## config.mk

```make
export PLATFORM = sky130hd
export DESIGN_NAME = rhythm_phase_player
export DESIGN_NICKNAME = d
export VERILOG_FILES = /design/src/rtl/rpp_pkg.sv /design/src/rtl/rpp_reset_sync.sv /design/src/rtl/rpp_boot_shifter.sv /design/src/rtl/rpp_load_tracker.sv /design/src/rtl/rpp_voice_ring.sv /design/src/rtl/rhythm_phase_player.sv
export SDC_FILE = /design/constraint.sdc
export NUM_CORES = 1
export LEC_CHECK = 0
export CORE_MARGIN = 4
export CORE_UTILIZATION = 59
export DETAILED_ROUTE_END_ITERATION = 16
export PLACE_DENSITY_LB_ADDON = 0.2
export SYNTH_ARGS = -nofsm -noshare
export SYNTH_HDL_FRONTEND = slang
export SYNTH_HIERARCHICAL = 1
export SYNTH_SLANG_ARGS = --single-unit
```

## constraint.sdc

```tcl
create_clock -name clk -period 1.6 [get_ports clk]
set_clock_uncertainty 0.15 [all_clocks]
set_input_delay 0.24 -clock clk [delete_from_list [all_inputs] [get_ports clk]]
set_output_delay 0.24 -clock clk [all_outputs]
set_load 0.05 [all_outputs]
```

## src/rtl/rpp_pkg.sv

```systemverilog
package rpp_pkg;
  localparam int unsigned DEF_STEPS = 12;
  // Leftmost written step sits in the top bit and is played first.
  localparam logic [DEF_STEPS-1:0] DEF_PATTERN = 12'b1110_1101_0110;
  localparam int unsigned NUM_VOICES = 2;
  // Index of the voice that takes extra rotations.
  localparam int unsigned SHIFT_VOICE = 1;
endpackage

```

## src/rtl/rpp_reset_sync.sv

```systemverilog
module rpp_reset_sync (
  input  logic clk,
  input  logic rst_n,
  output logic rst_sn
);
  logic [1:0] sync_q;

  always_ff @(posedge clk or negedge rst_n) begin
    if (!rst_n) sync_q <= 2'b00;
    else        sync_q <= {sync_q[0], 1'b1};
  end

  assign rst_sn = sync_q[1];
endmodule

```

## src/rtl/rpp_boot_shifter.sv

```systemverilog
module rpp_boot_shifter #(
  parameter int unsigned        STEPS   = rpp_pkg::DEF_STEPS,
  parameter logic [STEPS-1:0]   PATTERN = rpp_pkg::DEF_PATTERN
) (
  input  logic             clk,
  input  logic             rst_sn,
  input  logic             dn_stb,
  output logic             boot_bit,
  output logic [STEPS-1:0] boot_o
);
  logic [STEPS-1:0] boot_q, boot_d;
  logic             boot_en;

  always_comb begin
    boot_en = dn_stb;
    boot_d  = {boot_q[STEPS-2:0], 1'b0};
  end

  always_ff @(posedge clk or negedge rst_sn) begin
    if (!rst_sn)      boot_q <= PATTERN;
    else if (boot_en) boot_q <= boot_d;
  end

  assign boot_bit = boot_q[STEPS-1];
  assign boot_o   = boot_q;

  // an empty boot register stays empty across downbeats
  p_boot_drains_r3: assert property (@(posedge clk) disable iff (!rst_sn)
    (dn_stb && boot_q == '0) |=> boot_q == '0);
  // no downbeat, no movement
  p_boot_hold_r6: assert property (@(posedge clk) disable iff (!rst_sn)
    !dn_stb |=> $stable(boot_q));
endmodule

```

## src/rtl/rpp_load_tracker.sv

```systemverilog
module rpp_load_tracker #(
  parameter int unsigned STEPS = rpp_pkg::DEF_STEPS
) (
  input  logic clk,
  input  logic rst_sn,
  input  logic dn_stb,
  output logic loaded
);
  localparam int unsigned CNT_W = $clog2(STEPS + 1);
  localparam logic [CNT_W-1:0] CNT_FULL = CNT_W'(STEPS);

  logic [CNT_W-1:0] cnt_q, cnt_d;
  logic             cnt_en;

  always_comb begin
    cnt_en = dn_stb && (cnt_q != CNT_FULL);
    cnt_d  = cnt_q + 1'b1;
  end

  always_ff @(posedge clk or negedge rst_sn) begin
    if (!rst_sn)     cnt_q <= '0;
    else if (cnt_en) cnt_q <= cnt_d;
  end

  assign loaded = (cnt_q == CNT_FULL);

  // once loaded, the voices stay loaded until reset
  p_loaded_sticky_r8: assert property (@(posedge clk) disable iff (!rst_sn)
    loaded |=> loaded);
  // loading is never complete before twelve downbeats have passed
  p_not_early_r9: assert property (@(posedge clk) disable iff (!rst_sn)
    (!loaded && !dn_stb) |=> !loaded);
endmodule

```

## src/rtl/rpp_voice_ring.sv

```systemverilog
module rpp_voice_ring #(
  parameter int unsigned STEPS     = rpp_pkg::DEF_STEPS,
  parameter bit          ROTATABLE = 1'b0
) (
  input  logic             clk,
  input  logic             rst_sn,
  input  logic             dn_stb,
  input  logic             up_stb,
  input  logic             extra_req,
  input  logic             loaded,
  input  logic             boot_bit,
  output logic [STEPS-1:0] ring_o,
  output logic             hit_cell
);
  logic [STEPS-1:0] ring_q, ring_d;
  logic             hit_q, hit_d;
  logic             ser_in, extra_ok, ring_en, hit_en;

  always_comb begin
    ser_in   = ring_q[STEPS-1] | boot_bit;
    extra_ok = ROTATABLE && up_stb && extra_req && loaded && !dn_stb;
    ring_en  = dn_stb || extra_ok;
    hit_en   = dn_stb;
    hit_d    = ser_in;
    if (dn_stb) ring_d = {ring_q[STEPS-2:0], ser_in};
    else        ring_d = {ring_q[STEPS-2:0], ring_q[STEPS-1]};
  end

  always_ff @(posedge clk or negedge rst_sn) begin
    if (!rst_sn)      ring_q <= '0;
    else if (ring_en) ring_q <= ring_d;
  end

  always_ff @(posedge clk or negedge rst_sn) begin
    if (!rst_sn)     hit_q <= 1'b0;
    else if (hit_en) hit_q <= hit_d;
  end

  assign ring_o   = ring_q;
  assign hit_cell = hit_q;

  // after loading, a rotation keeps the count of ones
  p_ones_kept_r4: assert property (@(posedge clk) disable iff (!rst_sn)
    (loaded && (dn_stb || up_stb)) |=> $countones(ring_q) == $past($countones(ring_q)));
  // without strobes, the ring and the hit cell hold
  p_idle_hold_r6: assert property (@(posedge clk) disable iff (!rst_sn)
    (!dn_stb && !up_stb) |=> ($stable(ring_q) && $stable(hit_q)));
endmodule

```

## src/rtl/rhythm_phase_player.sv

```systemverilog
module rhythm_phase_player #(
  parameter int unsigned                    STEPS   = rpp_pkg::DEF_STEPS,
  parameter logic [rpp_pkg::DEF_STEPS-1:0] PATTERN = rpp_pkg::DEF_PATTERN
) (
  input  logic clk,
  input  logic rst_n,
  input  logic dn_stb,
  input  logic up_stb,
  input  logic extra_req,
  output logic hit_a,
  output logic hit_b
);
  localparam int unsigned NV = rpp_pkg::NUM_VOICES;

  logic             rst_sn;
  logic             boot_bit;
  logic [STEPS-1:0] boot_val;
  logic             loaded;
  logic [STEPS-1:0] ring   [NV];
  logic             hit_cell [NV];

  rpp_reset_sync u_rst (
    .clk    (clk),
    .rst_n  (rst_n),
    .rst_sn (rst_sn)
  );

  rpp_boot_shifter #(.STEPS(STEPS), .PATTERN(PATTERN)) u_boot (
    .clk      (clk),
    .rst_sn   (rst_sn),
    .dn_stb   (dn_stb),
    .boot_bit (boot_bit),
    .boot_o   (boot_val)
  );

  rpp_load_tracker #(.STEPS(STEPS)) u_load (
    .clk    (clk),
    .rst_sn (rst_sn),
    .dn_stb (dn_stb),
    .loaded (loaded)
  );

  for (genvar v = 0; v < NV; v++) begin : g_voice
    rpp_voice_ring #(
      .STEPS     (STEPS),
      .ROTATABLE (v == rpp_pkg::SHIFT_VOICE)
    ) u_ring (
      .clk       (clk),
      .rst_sn    (rst_sn),
      .dn_stb    (dn_stb),
      .up_stb    (up_stb),
      .extra_req (extra_req),
      .loaded    (loaded),
      .boot_bit  (boot_bit),
      .ring_o    (ring[v]),
      .hit_cell  (hit_cell[v])
    );
  end

  assign hit_a = hit_cell[0] & dn_stb;
  assign hit_b = hit_cell[rpp_pkg::SHIFT_VOICE] & dn_stb;

  // nothing sounds outside a downbeat strobe
  p_gate_r5: assert property (@(posedge clk) disable iff (!rst_sn)
    !dn_stb |-> (!hit_a && !hit_b));
  // the first voice never moves on an upbeat
  p_first_still_r7: assert property (@(posedge clk) disable iff (!rst_sn)
    (up_stb && !dn_stb) |=> $stable(ring[0]));
  // at the moment loading completes, both voices hold the pattern
  p_in_phase_r8: assert property (@(posedge clk) disable iff (!rst_sn)
    $rose(loaded) |-> (ring[0] == PATTERN && ring[1] == PATTERN && boot_val == '0));
  // extra requests during loading leave the second voice alone
  p_load_ignore_r9: assert property (@(posedge clk) disable iff (!rst_sn)
    (!loaded && !dn_stb && up_stb && extra_req) |=> $stable(ring[1]));
  // a downbeat and an upbeat together move both voices alike
  p_dn_wins_r10: assert property (@(posedge clk) disable iff (!rst_sn)
    (loaded && dn_stb && up_stb && ring[0] == ring[1]) |=> ring[0] == ring[1]);
endmodule

```

==> summary by stage, run 1 <==
Place
The global placement routability congestion is 0.835. Timing analysis after detailed placement gives a worst setup slack of -0.112 ns. The placed cell area is 0.00196 sq mm. The number of port buffers is 6. The number of placed instances, taps included, is 158.

The detailed placer's ending HPWL is 1670 um.

Critical path
The worst setup path category is reg -> reg. The capturing element type of the critical path is a flip-flop. Along the worst path, the maximum fanout reaches 11. The type of element launching the critical path is a flip-flop. The signal arrival time at the worst endpoint is 1.78 ns. For the worst setup path, the data required time is 1.67 ns.

Timing
Static timing analysis puts the maximum clock frequency at 588 MHz. Counting I/O delays and the setup requirement, the final critical path takes 1.70 ns. Setup violations remaining at the end of the flow were counted as 11.

Setup repair after global routing could not meet its margin everywhere. The worst-case hold slack is 0.141 ns. The max-slew violation total from the final report was 0. The slack of the critical path is -0.100 ns.

The number of endpoints with negative hold slack in the final report is 0. In the finished design, the share of the clock period the worst path needs comes to 106%.

Clocking
Clock-pin slew was measured on the worst setup and hold paths at 0.11 ns. The H-tree generated during clock tree synthesis spans 2 levels. The clock tree buffer depth is 2.

The source-to-sink clock delay at the later pin of the worst-skew pair is 0.33 ns. The TritonCTS buffer count is 5. The sink count of the clock tree is 42. The root cell of the clock tree is sky130_fd_sc_hd__clkbuf_4. TritonCTS built the clock tree.

Die
The core region is 0.00278 sq mm. The die covers 0.00390 sq mm. Once the floorplan was initialized, standard cells occupied 62.8% of the core.

The y dimension of the die is 62.4 um. The die is 62.4 um wide. The floorplan has 19 rows.

7 I/O pins were placed.

Power and ir drop
Net switching is 26.5% of the power. Across the VDD grid, the largest voltage drop is 0.00140 V. The standby leakage power is 0.952 nW. The proportion of power drawn by flip-flops and latches is 49.5%. Summed over all nets, the switching power comes to 0.000860 W. The internal power is 0.00239 W. Combinational logic burns 29.6% of the power. The clock network is responsible for 20.9% of the overall power.

In this run the power density over the cells is 1570 mW/mm^2.

Flow run
Max-cap violations in this run came to 0.

Finish
The number of nets in the layout is 143. The share of final-layout standard cells stronger than drive strength 1 is 50.4%. Summing all non-filler instances in the final layout gives an area of 0.00206 sq mm. The finished layout holds 168 standard cells, fillers aside.

The relative area change from synthesis to final layout is 18.2%. The commonest non-fill, non-tap cell in the layout is sky130_fd_sc_hd__dfrtp_1. The post-route core utilization is 74.2%. The number of inserted diodes is 0. The library cells used most frequently in the layout, excluding fill and tap cells, are sky130_fd_sc_hd__dfrtp_1 (34), sky130_fd_sc_hd__mux2_4 (19), sky130_fd_sc_hd__mux2_2 (14).

Global routing
The first global-routing pass estimated 4490 um of wire. For this run the aggregate overflow at the end of global routing stands at 0. Entering global routing, the biggest net connects 41 pins. The via count of the first global-routing pass is 994. The number of antenna violations at the first check in global routing was 0. For this run, the total global-route usage over all layers was measured as 14.5%.

Run status
The checks that failed: negative setup slack. The flow ran to the end, but the final reports show violations.

Routing
The via density per instance is 5.31. The total detailed-routing wirelength is 2450 um. The first routing iteration left 30 violations.

The number of search-and-repair iterations in the first detailed-routing pass is 4. The final routed DRC violation total is 0. In this run the remaining antenna-violating nets after routing total 0. Across all layers, the routed design uses 892 vias. The average detailed-routed wire length per instance is 14.6 um.

Worst hold path
The tightest min-delay check is of the reg -> async type.

Synth
The Yosys step of the flow raised 6 warnings. After technology mapping, the gate count stands at 112. The mean post-synth cell area is 15.6 sq um.

The synthesized netlist occupies a cell area of 0.00175 sq mm. The number of nets in the synthesized netlist is 119.
==> area by class of cell <==
| class | instances | area (sq um) |
|---|---|---|
| Inverter | 2 | 7.51 |
| Fill cell | 182 | 717 |
| Clock buffer | 7 | 55.1 |
| Tap cell | 31 | 38.8 |
| Multi-Input combinational cell | 65 | 664 |
| Timing Repair Buffer | 20 | 208 |
| Clock inverter | 1 | 30.0 |
| Sequential cell | 42 | 1060 |
==> worst max-delay path, stage by stage (launching register included) <==
cell and delay [ns]:
sky130_fd_sc_hd__dfrtp_1 0.37, sky130_fd_sc_hd__inv_1 0.05, sky130_fd_sc_hd__ha_2 0.18, sky130_fd_sc_hd__and3_4 0.19, sky130_fd_sc_hd__a31oi_4 0.17, sky130_fd_sc_hd__buf_12 0.15, sky130_fd_sc_hd__mux2_2 0.34
==> per-layer routing <==
| layer | part of all wire [%] | GRT usage (%) | routed length [um] | up-vias |
|---|---|---|---|---|
| li1 | - | - | - | 440 |
| met1 | 47 | 19.0 | 1160 | 433 |
| met2 | 48 | 22.8 | 1180 | 12 |
| met3 | 2.9 | 3.60 | 72 | 7 |
| met4 | 1.5 | 6.10 | 36 | 0 |
| met5 | 0 | 0 | 0 | - |
==> path summary, 6_finish.rpt <==
path | startpoint | end | slack, ns | cells past startpoint
setup / recovery | u_load/cnt_q[1] | g_voice[1].u_ring/ring_o[11] | -0.10 | 6
hold / removal | u_rst/sync_q[1] | g_voice[1].u_ring/ring_o[7] | 0.14 | 1
setup reg to reg | u_load/cnt_q[1] | g_voice[1].u_ring/ring_o[11] | -0.10 | 6
hold reg to reg | u_rst/sync_q[1] | g_voice[1].u_ring/ring_o[7] | 0.14 | 1
max in group asynchronous | rst_n | u_rst/sync_q[0] | 0.74 | 2
min in group clk | dn_stb | u_load/cnt_q[1] | 0.18 | 3
==> power by group through the flow <==
stage               clock [W]  sequential [W]  combinational, W
global placement            0         0.00160          0.000901
global route         0.000758         0.00165           0.00106
detailed placement          0         0.00163          0.000938
finish               0.000680         0.00161          0.000961
CTS                  0.000705         0.00161          0.000950
floorplan                   0         0.00161          0.000618
==> sequential cells by signal, summed over array words and instances, names as in the netlist <==
register                 count
u_rst/sync_q                 2
u_load/cnt_q                 4
u_boot/boot_o               11
g_voice.u_ring/hit_cell      1
g_voice.u_ring/ring_o       24
==> metrics by stage <==
stage | total power, W | TNS, ns
after floorplan | 0.00223 | -1.25
after global placement | 0.00251 | -1.00
after detailed placement | 0.00257 | -1.10
after CTS | 0.00327 | -1.04
after global routing | 0.00348 | -1.65
final | 0.00325 | -0.967
==> timing repair <==
action                     CTS  global route
hold endpoints to repair     2             0
pin swaps                    0             0
hold buffers                 1             0
setup endpoints to repair   11            11
buffers inserted             0             1
gates resized for setup      0             1
Note: power is estimated with default switching activity, not from simulation.
==> inputs of run 2 (changes only) <==
- PLACE_DENSITY: not set -> 0.74
- PLACE_DENSITY_LB_ADDON: 0.2 -> not set
==> run 2 against run 1 <==
  * The flow still finishes with violations (negative setup slack)
  * Final cell count stayed put
  * Die area unchanged
  * Sequential power about the same
  * Critical endpoint is now g_voice[1].u_ring/ring_o[2]
  * Count of clock-buffer cells in the layout decreased by 2
  * Critical path depth did not move
  * Worst hold slack gained 0.0056 ns
  * Flip-flop and latch count did not move
  * Fmax up 0.51%
  * Register-to-register slack about the same
  * Clock power fell by 23%
  * Worst setup slack gained 0.0086 ns
==> summary by stage, run 2 (synthesized netlist as in run 1, its figures left out) <==
Run status
The flow ran to the end, but the final reports show violations. The checks that failed: negative setup slack.

Place
The global placement routability congestion is 0.813 (-2.7%). The post-place setup slack is -0.112 ns (-0.000512 ns). The placed cell area is 0.00195 sq mm (-0.64%). The number of port buffers is 6 (unchanged).

The detailed placer's ending HPWL is 1720 um (+2.5%).

Die
The y dimension of the die came to 62.4 um (unchanged). The floorplan die area is 0.00390 sq mm (unchanged). The die boundary width is 62.4 um (unchanged). The area of the core region is 0.00278 sq mm (unchanged). The effective utilization at floorplan is 62.8% (unchanged). The count of standard-cell rows was 19 (unchanged).

The I/O pin total was 7 (unchanged).

Worst hold path
The class of the worst hold path is reg -> async.

Routing
The average detailed-routed wire length per instance was 15.7 um (+7.6%). The wire length on met3 is 81 um (+13%). The via density per instance was 5.48 (+3.1%). The number of search-and-repair iterations in the first detailed-routing pass is 4 (unchanged).

The final routed DRC violation total is 0 (unchanged). The length of routed met2 wiring came to 1340 um (+14%). The routed via count was 920 (+3.1%).

The total detailed-routing wirelength is 2630 um (+7.6%). The iteration-0 DRC count of the detailed router is 32 (+6.7%). The post-route antenna net violation count is 0 (unchanged). The detailed router used layers up to and including met4. The wire length on met1 is 1160 um (+0.61%).

Critical path
The type of element launching the critical path is a flip-flop. The capturing element type of the critical path is a flip-flop. The highest cell delay on the worst timing path was 0.36 ns (about the same). The critical-path maximum fanout is 5 (-6).

The standard cell with the maximum stage delay on the critical path is sky130_fd_sc_hd__dfrtp_1. The data required time of the worst path is 1.70 ns (+0.03 ns). The signal arrival time at the worst endpoint was 1.79 ns (about the same). Walking the worst path, the cells encountered are inv_1, ha_2, and3_4, a31oi_4, clkbuf_16, mux2_4.

By startpoint and endpoint, the worst setup path is classified as reg -> reg.

Global routing
The global routing usage summed across all routing layers is 16.0% (+1.5 points). The number of antenna violations at the first check in global routing is 0 (unchanged). The via count of the first global-routing pass is 1067 (+7.3%). The wire length of the first global-routing pass was 4960 um (+11%). The total global routing overflow is 0 (unchanged). The pin count of the biggest net entering global routing is 41 (unchanged).

Timing
The achievable frequency is 591 MHz (+0.51%). The total of endpoints with negative setup slack in the final report came to 11 (unchanged). The final critical-path share of the clock period is 106% (-0.54 points). The max-slew violation total from the final report is 0 (unchanged). The clock period minus worst slack is 1.69 ns (-0.00858 ns).

The slack of the critical path was -0.0918 ns (+0.00858 ns). The number of endpoints with negative hold slack in the final report was 0 (unchanged). Setup repair after global routing could not meet its margin everywhere.

Finish
Leaving out fill and tap cells, the most frequent cells in the layout are sky130_fd_sc_hd__dfrtp_1 (34), sky130_fd_sc_hd__mux2_4 (29), sky130_fd_sc_hd__buf_4 (11). The number of inserted diodes is 0 (unchanged). The number of flip-flops in the largest register is 24 (unchanged). The post-layout instance area is 0.00208 sq mm (+0.91%). The share of final-layout standard cells stronger than drive strength 1 is 51.1% (+0.73 points). Leaving out fill and tap cells, the most frequent cell in the layout is sky130_fd_sc_hd__dfrtp_1. The number of nets in the layout is 143 (unchanged). Relative to the synthesized area, the layout overhead comes to 19.3%.

Power and ir drop
The areal power density over the cells was 1540 mW/mm^2 (-2.5%). The maximum ir drop on the vdd rail was 0.00116 V (-17%). The standby leakage power is 0.978 nW (+2.8%).

Clocking
The number of post-CTS setup repair buffers is 0 (unchanged). The source-to-sink clock delay at the later pin of the worst-skew pair was 0.34 ns (about the same). The clock tree buffer depth is 2 (unchanged). TritonCTS built the clock tree. The clock transition time at the flip-flop clock pins of the worst setup and hold paths is 0.13 ns (+0.02 ns). The root cell of the clock tree is sky130_fd_sc_hd__clkbuf_4. The number of levels in the clock H-tree is 2 (unchanged). The TritonCTS buffer count came to 5 (unchanged). The sink count of the clock tree is 42 (unchanged).

Flow run
The reported max-cap violation count was 0 (unchanged).
run 2: through the flow:
step	TNS (ns)	std cells	total power (W)	hold WS (ns)	utilization, %
after floorplan	-1.25	112	0.00223	-0.206	-
after global placement	-0.970	158	0.00250	0.149	70.0
after detailed placement	-1.12	158	0.00258	0.161	70.0
after CTS	-0.907	168	0.00322	0.164	74.7
after global routing	-1.42	168	0.00343	0.201	74.9
final	-0.855	168	0.00320	0.147	74.9
run 2: worst max-delay path, delay by kind of cell, from the launching register on:
kind	cells	cell delay (ns)
muxes	1	0.29
DFF	1	0.36
AOI/OAI and AO/OA	1	0.22
buffers and inverters	2	0.24
adders and majority gates	1	0.18
and+or+nand+nor	1	0.16
run 2: routing by layer:
metal | vias up | track usage [%]
met3 | 5 | 3.96
met1 | 464 | 20.5
li1 | 437 | -
met5 | - | 0
met4 | 0 | 6.37
met2 | 14 | 26.0
run 2: layout make-up:
class	instances	area, sq um
timing repair buffer	20	213
multi-input combinational	65	702
clock buffer	5	37.5
tap	31	38.8
clock inverter	3	23.8
sequential	42	1060
inverter	2	7.51
fill	178	698
run 2: final timing paths:
path | startpoint | to | slack (ns) | depth (start not counted)
min reg2reg | u_rst/sync_q[1] | g_voice[1].u_ring/ring_o[7] | 0.15 | 1
max reg2reg | u_load/cnt_q[1] | g_voice[1].u_ring/ring_o[2] | -0.09 | 6
max in group asynchronous | rst_n | u_rst/sync_q[1] | 0.74 | 2
min | u_rst/sync_q[1] | g_voice[1].u_ring/ring_o[7] | 0.15 | 1
max | u_load/cnt_q[1] | g_voice[1].u_ring/ring_o[2] | -0.09 | 6
min in group clk | dn_stb | u_load/cnt_q[1] | 0.18 | 3
run 2: power by group:
group | internal, W | switching [W] | leakage [nW] | total, W
clock | 0.000176 | 0.000346 | 0.0278 | 0.000522
sequential | 0.00142 | 0.000212 | 0.490 | 0.00163
combinational | 0.000673 | 0.000375 | 0.460 | 0.00105
total | 0.00227 | 0.000934 | 0.978 | 0.00320
run 2: timing repair:
action / CTS / global route
gates resized for setup: 10 / 3
hold buffers: 1 / 0
pin swaps: 3 / 2
hold endpoints to repair: 2 / 0
gates cloned: 1 / 0
setup endpoints to repair: 11 / 11
==> inputs of run 3 (changes only) <==
- CORE_ASPECT_RATIO: not set -> 1.5
- SLEW_MARGIN: not set -> 25
==> run 3 against run 2 <==
  * Register-to-register slack lost 0.04 ns
  * The run still ends with negative setup slack left
  * First-iteration DRC count shrank 50%
  * Utilization grew 1.9 points
==> summary by stage, run 3 (synthesized netlist as in run 1, its figures left out) <==
Critical path
The data required time of the worst path was 1.62 ns (-0.08 ns). The highest cell delay on the worst timing path came to 0.36 ns (about the same). The most critical setup path has its startpoint at u_load/cnt_q[1]. The worst-case reg-to-reg path depth is 6 (unchanged). The worst setup slack for register-to-register paths is -0.13 ns (-0.04 ns). The buffering stage count on the worst path with inverters included was 2 (unchanged). STA classifies the critical path endpoint as a flip-flop. The worst register-to-register path begins at u_load/cnt_q[1]. The signal on the critical path passes through inv_1, ha_2, and3_4, a31oi_4, clkbuf_16, mux2_4.

The critical path is of the reg -> reg type. The type of element launching the critical path is a flip-flop. The logic depth of the worst setup path including buffers is 6 (unchanged).

The critical path ends at g_voice[1].u_ring/ring_o[11]. In this run the critical register-to-register path is captured at g_voice[1].u_ring/ring_o[11]. The cell family contributing the most delay on the critical path is flip-flops. The critical-path maximum fanout came to 5 (unchanged). Among all stages on the critical path, the largest delay is contributed by sky130_fd_sc_hd__dfrtp_1. The signal arrival time at the worst endpoint is 1.75 ns (-0.04 ns).

Power and ir drop
The internal power came to 0.00239 W (+5.6%). The proportion of total power due to net switching is 27.6% (-1.5 points). The areal power density over the cells was 1560 mW/mm^2 (+1.5%). The combinational share of power is 31.3% (-1.5 points). The clock network fraction of total power is 19.0% (+2.7 points). The switching power total is 0.000914 W (-2.1%).

The total chip power is 0.00331 W (+3.3%). The maximum ir drop on the vdd rail came to 0.00150 V (+29%). The standby leakage power is 0.994 nW (+1.7%). The proportion of power drawn by flip-flops and latches is 49.7% (-1.2 points).

Clocking
The root cell of the clock tree is sky130_fd_sc_hd__clkbuf_8. The clock tree from TritonCTS is yes. The TritonCTS buffer count is 5 (unchanged). The clock transition time at the flip-flop clock pins of the worst setup and hold paths came to 0.07 ns (-0.06 ns). The source-to-sink clock delay at the later pin of the worst-skew pair was 0.28 ns (-0.06 ns). The number of post-CTS setup repair buffers is 0 (unchanged). The clock tree buffer depth is 2 (unchanged). The number of levels in the clock H-tree was 2 (unchanged).

The sink count of the clock tree came to 42 (unchanged).

Global routing
The pin count of the biggest net entering global routing came to 25 (-39%). The number of antenna violations at the first check in global routing is 0 (unchanged). The global-route met1 utilization came to 21.5% (+1.1 points).

The busiest layer in global routing is met2. The met2 usage came to 26.1% (+0.069 points). The global routing usage summed across all routing layers was 16.9% (+0.87 points). The via count of the first global-routing pass is 1037 (-2.8%).

The met3 routing resource usage after global routing is 4.36% (+0.40 points). The wire length of the first global-routing pass was 4770 um (-3.8%). The total global routing overflow was 0 (unchanged).

Routing
The number of search-and-repair iterations in the first detailed-routing pass came to 4 (unchanged). The iteration-0 DRC count of the detailed router is 16 (-50%). The post-route antenna net violation count is 0 (unchanged). The via density per instance is 5.37 (-1.9%). The routed via count was 935 (+1.6%). The final routed DRC violation total came to 0 (unchanged). The average detailed-routed wire length per instance came to 16.2 um (+3.3%).

The total detailed-routing wirelength is 2810 um (+7.0%).

Timing
The slack of the critical path is -0.129 ns (-0.0370 ns). The clock period minus worst slack is 1.73 ns (+0.0370 ns). The max-slew violation total from the final report came to 0 (unchanged).

The final critical-path share of the clock period was 108% (+2.3 points). The sum of negative setup slack is -1.19 ns (-0.340 ns). The number of endpoints with negative hold slack in the final report is 0 (unchanged).

Setup repair after global routing could not meet its margin everywhere. The achievable frequency is 578 MHz (-2.1%). The total of endpoints with negative setup slack in the final report was 11 (unchanged).

Die
The y dimension of the die is 74.6 um (+20%). The area of the core region is 0.00276 sq mm (-0.67%). The count of standard-cell rows is 23 (+4). The floorplan die area came to 0.00391 sq mm (+0.46%).

The effective utilization at floorplan is 63.2% (+0.43 points). The I/O pin total is 7 (unchanged). The die boundary width is 52.4 um (-16%).

Run status
The checks that failed: negative setup slack. The flow ran to the end, but the final reports show violations.

Flow run
The reported max-cap violation count came to 0 (unchanged).

Finish
The number of flip-flops in the largest register is 24 (unchanged). The relative area change from synthesis to final layout is 21.5%. The post-route core utilization is 76.8% (+1.9 points). The share of final-layout standard cells stronger than drive strength 1 was 48.9% (-2.2 points). The number of inserted diodes is 0 (unchanged). In the layout the commonest cells are sky130_fd_sc_hd__dfrtp_1 (34), sky130_fd_sc_hd__mux2_4 (29), sky130_fd_sc_hd__buf_4 (10). The number of nets in the layout is 143 (unchanged). The commonest non-fill, non-tap cell in the layout is sky130_fd_sc_hd__dfrtp_1.

Worst hold path
The class of the worst hold path is reg -> async.

Place
The detailed placer's ending HPWL is 1770 um (+3.1%). The post-place setup slack is -0.113 ns (-0.000779 ns). The number of port buffers is 6 (unchanged).

The global placement routability congestion was 0.686 (-16%).
==> run 3: changes by cell type in the layout (fill, tap and decap cells not counted), sizes merged <==
cell / before / now
clkbuf: 6 / 9
inv: 3 / 2
clkinvlp: 2 / 0
==> run 3: power groups by stage <==
stage	combinational (W)	sequential (W)	clock (W)
6_report	0.00104	0.00164	0.000627
5_1_grt	0.00114	0.00169	0.000697
4_1_cts	0.000931	0.00162	0.000653
3_5_place_dp	0.000928	0.00164	0
3_3_place_gp	0.000872	0.00161	0
2_1_floorplan	0.000618	0.00161	0
==> run 3: area by class of cell <==
class,instances,area (sq um)
Sequential cell,42,1060
Multi-Input combinational cell,65,702
Fill cell,186,641
Timing Repair Buffer,20,225
Clock buffer,8,80.1
Tap cell,37,46.3
Inverter,2,7.51
==> run 3: worst min-delay path by stage <==
stage,to,slack (ns),cells past startpoint
CTS,g_voice[0].u_ring/ring_o[8],0.07,1
floorplan,u_rst/sync_q[0],-0.21,0
global route,g_voice[0].u_ring/ring_o[0],0.1,1
global placement,g_voice[0].u_ring/ring_o[11],0.05,1
detailed placement,g_voice[0].u_ring/ring_o[8],0.07,1
finish,g_voice[0].u_ring/ring_o[0],0.06,1
==> run 3: layer usage <==
metal | routed length [um] | vias up
met5 | 0 | -
met4 | 53 | 0
met3 | 83 | 5
met2 | 1430 | 11
met1 | 1250 | 482
li1 | - | 437
==> run 3: worst reg2reg max path: cells and delay by family (launching register included) <==
kind / cells / cell delay [ns]
adders and majority gates: 1 / 0.17
and+or+nand+nor: 1 / 0.19
muxes: 1 / 0.30
buffers and inverters: 2 / 0.25
DFF: 1 / 0.36
AOI/OAI and AO/OA: 1 / 0.20
==> run 3: stage by stage <==
stage | hold WS (ns) | instances | cell area, sq um
2_1_floorplan | -0.206 | 112 | 1760
6_report | 0.0612 | 174 | 2120
3_5_place_dp | 0.0686 | 164 | 1970
5_1_grt | 0.0973 | 174 | 2120
3_3_place_gp | 0.0544 | 164 | 1970
4_1_cts | 0.0747 | 173 | 2060
==> run 3: timing repair <==
item,in CTS,in global routing
hold buffers,1,0
endpoints found under the setup margin,11,12
gates cloned,0,1
hold endpoints to repair,2,0
pin swaps,0,2
resized for setup,0,11
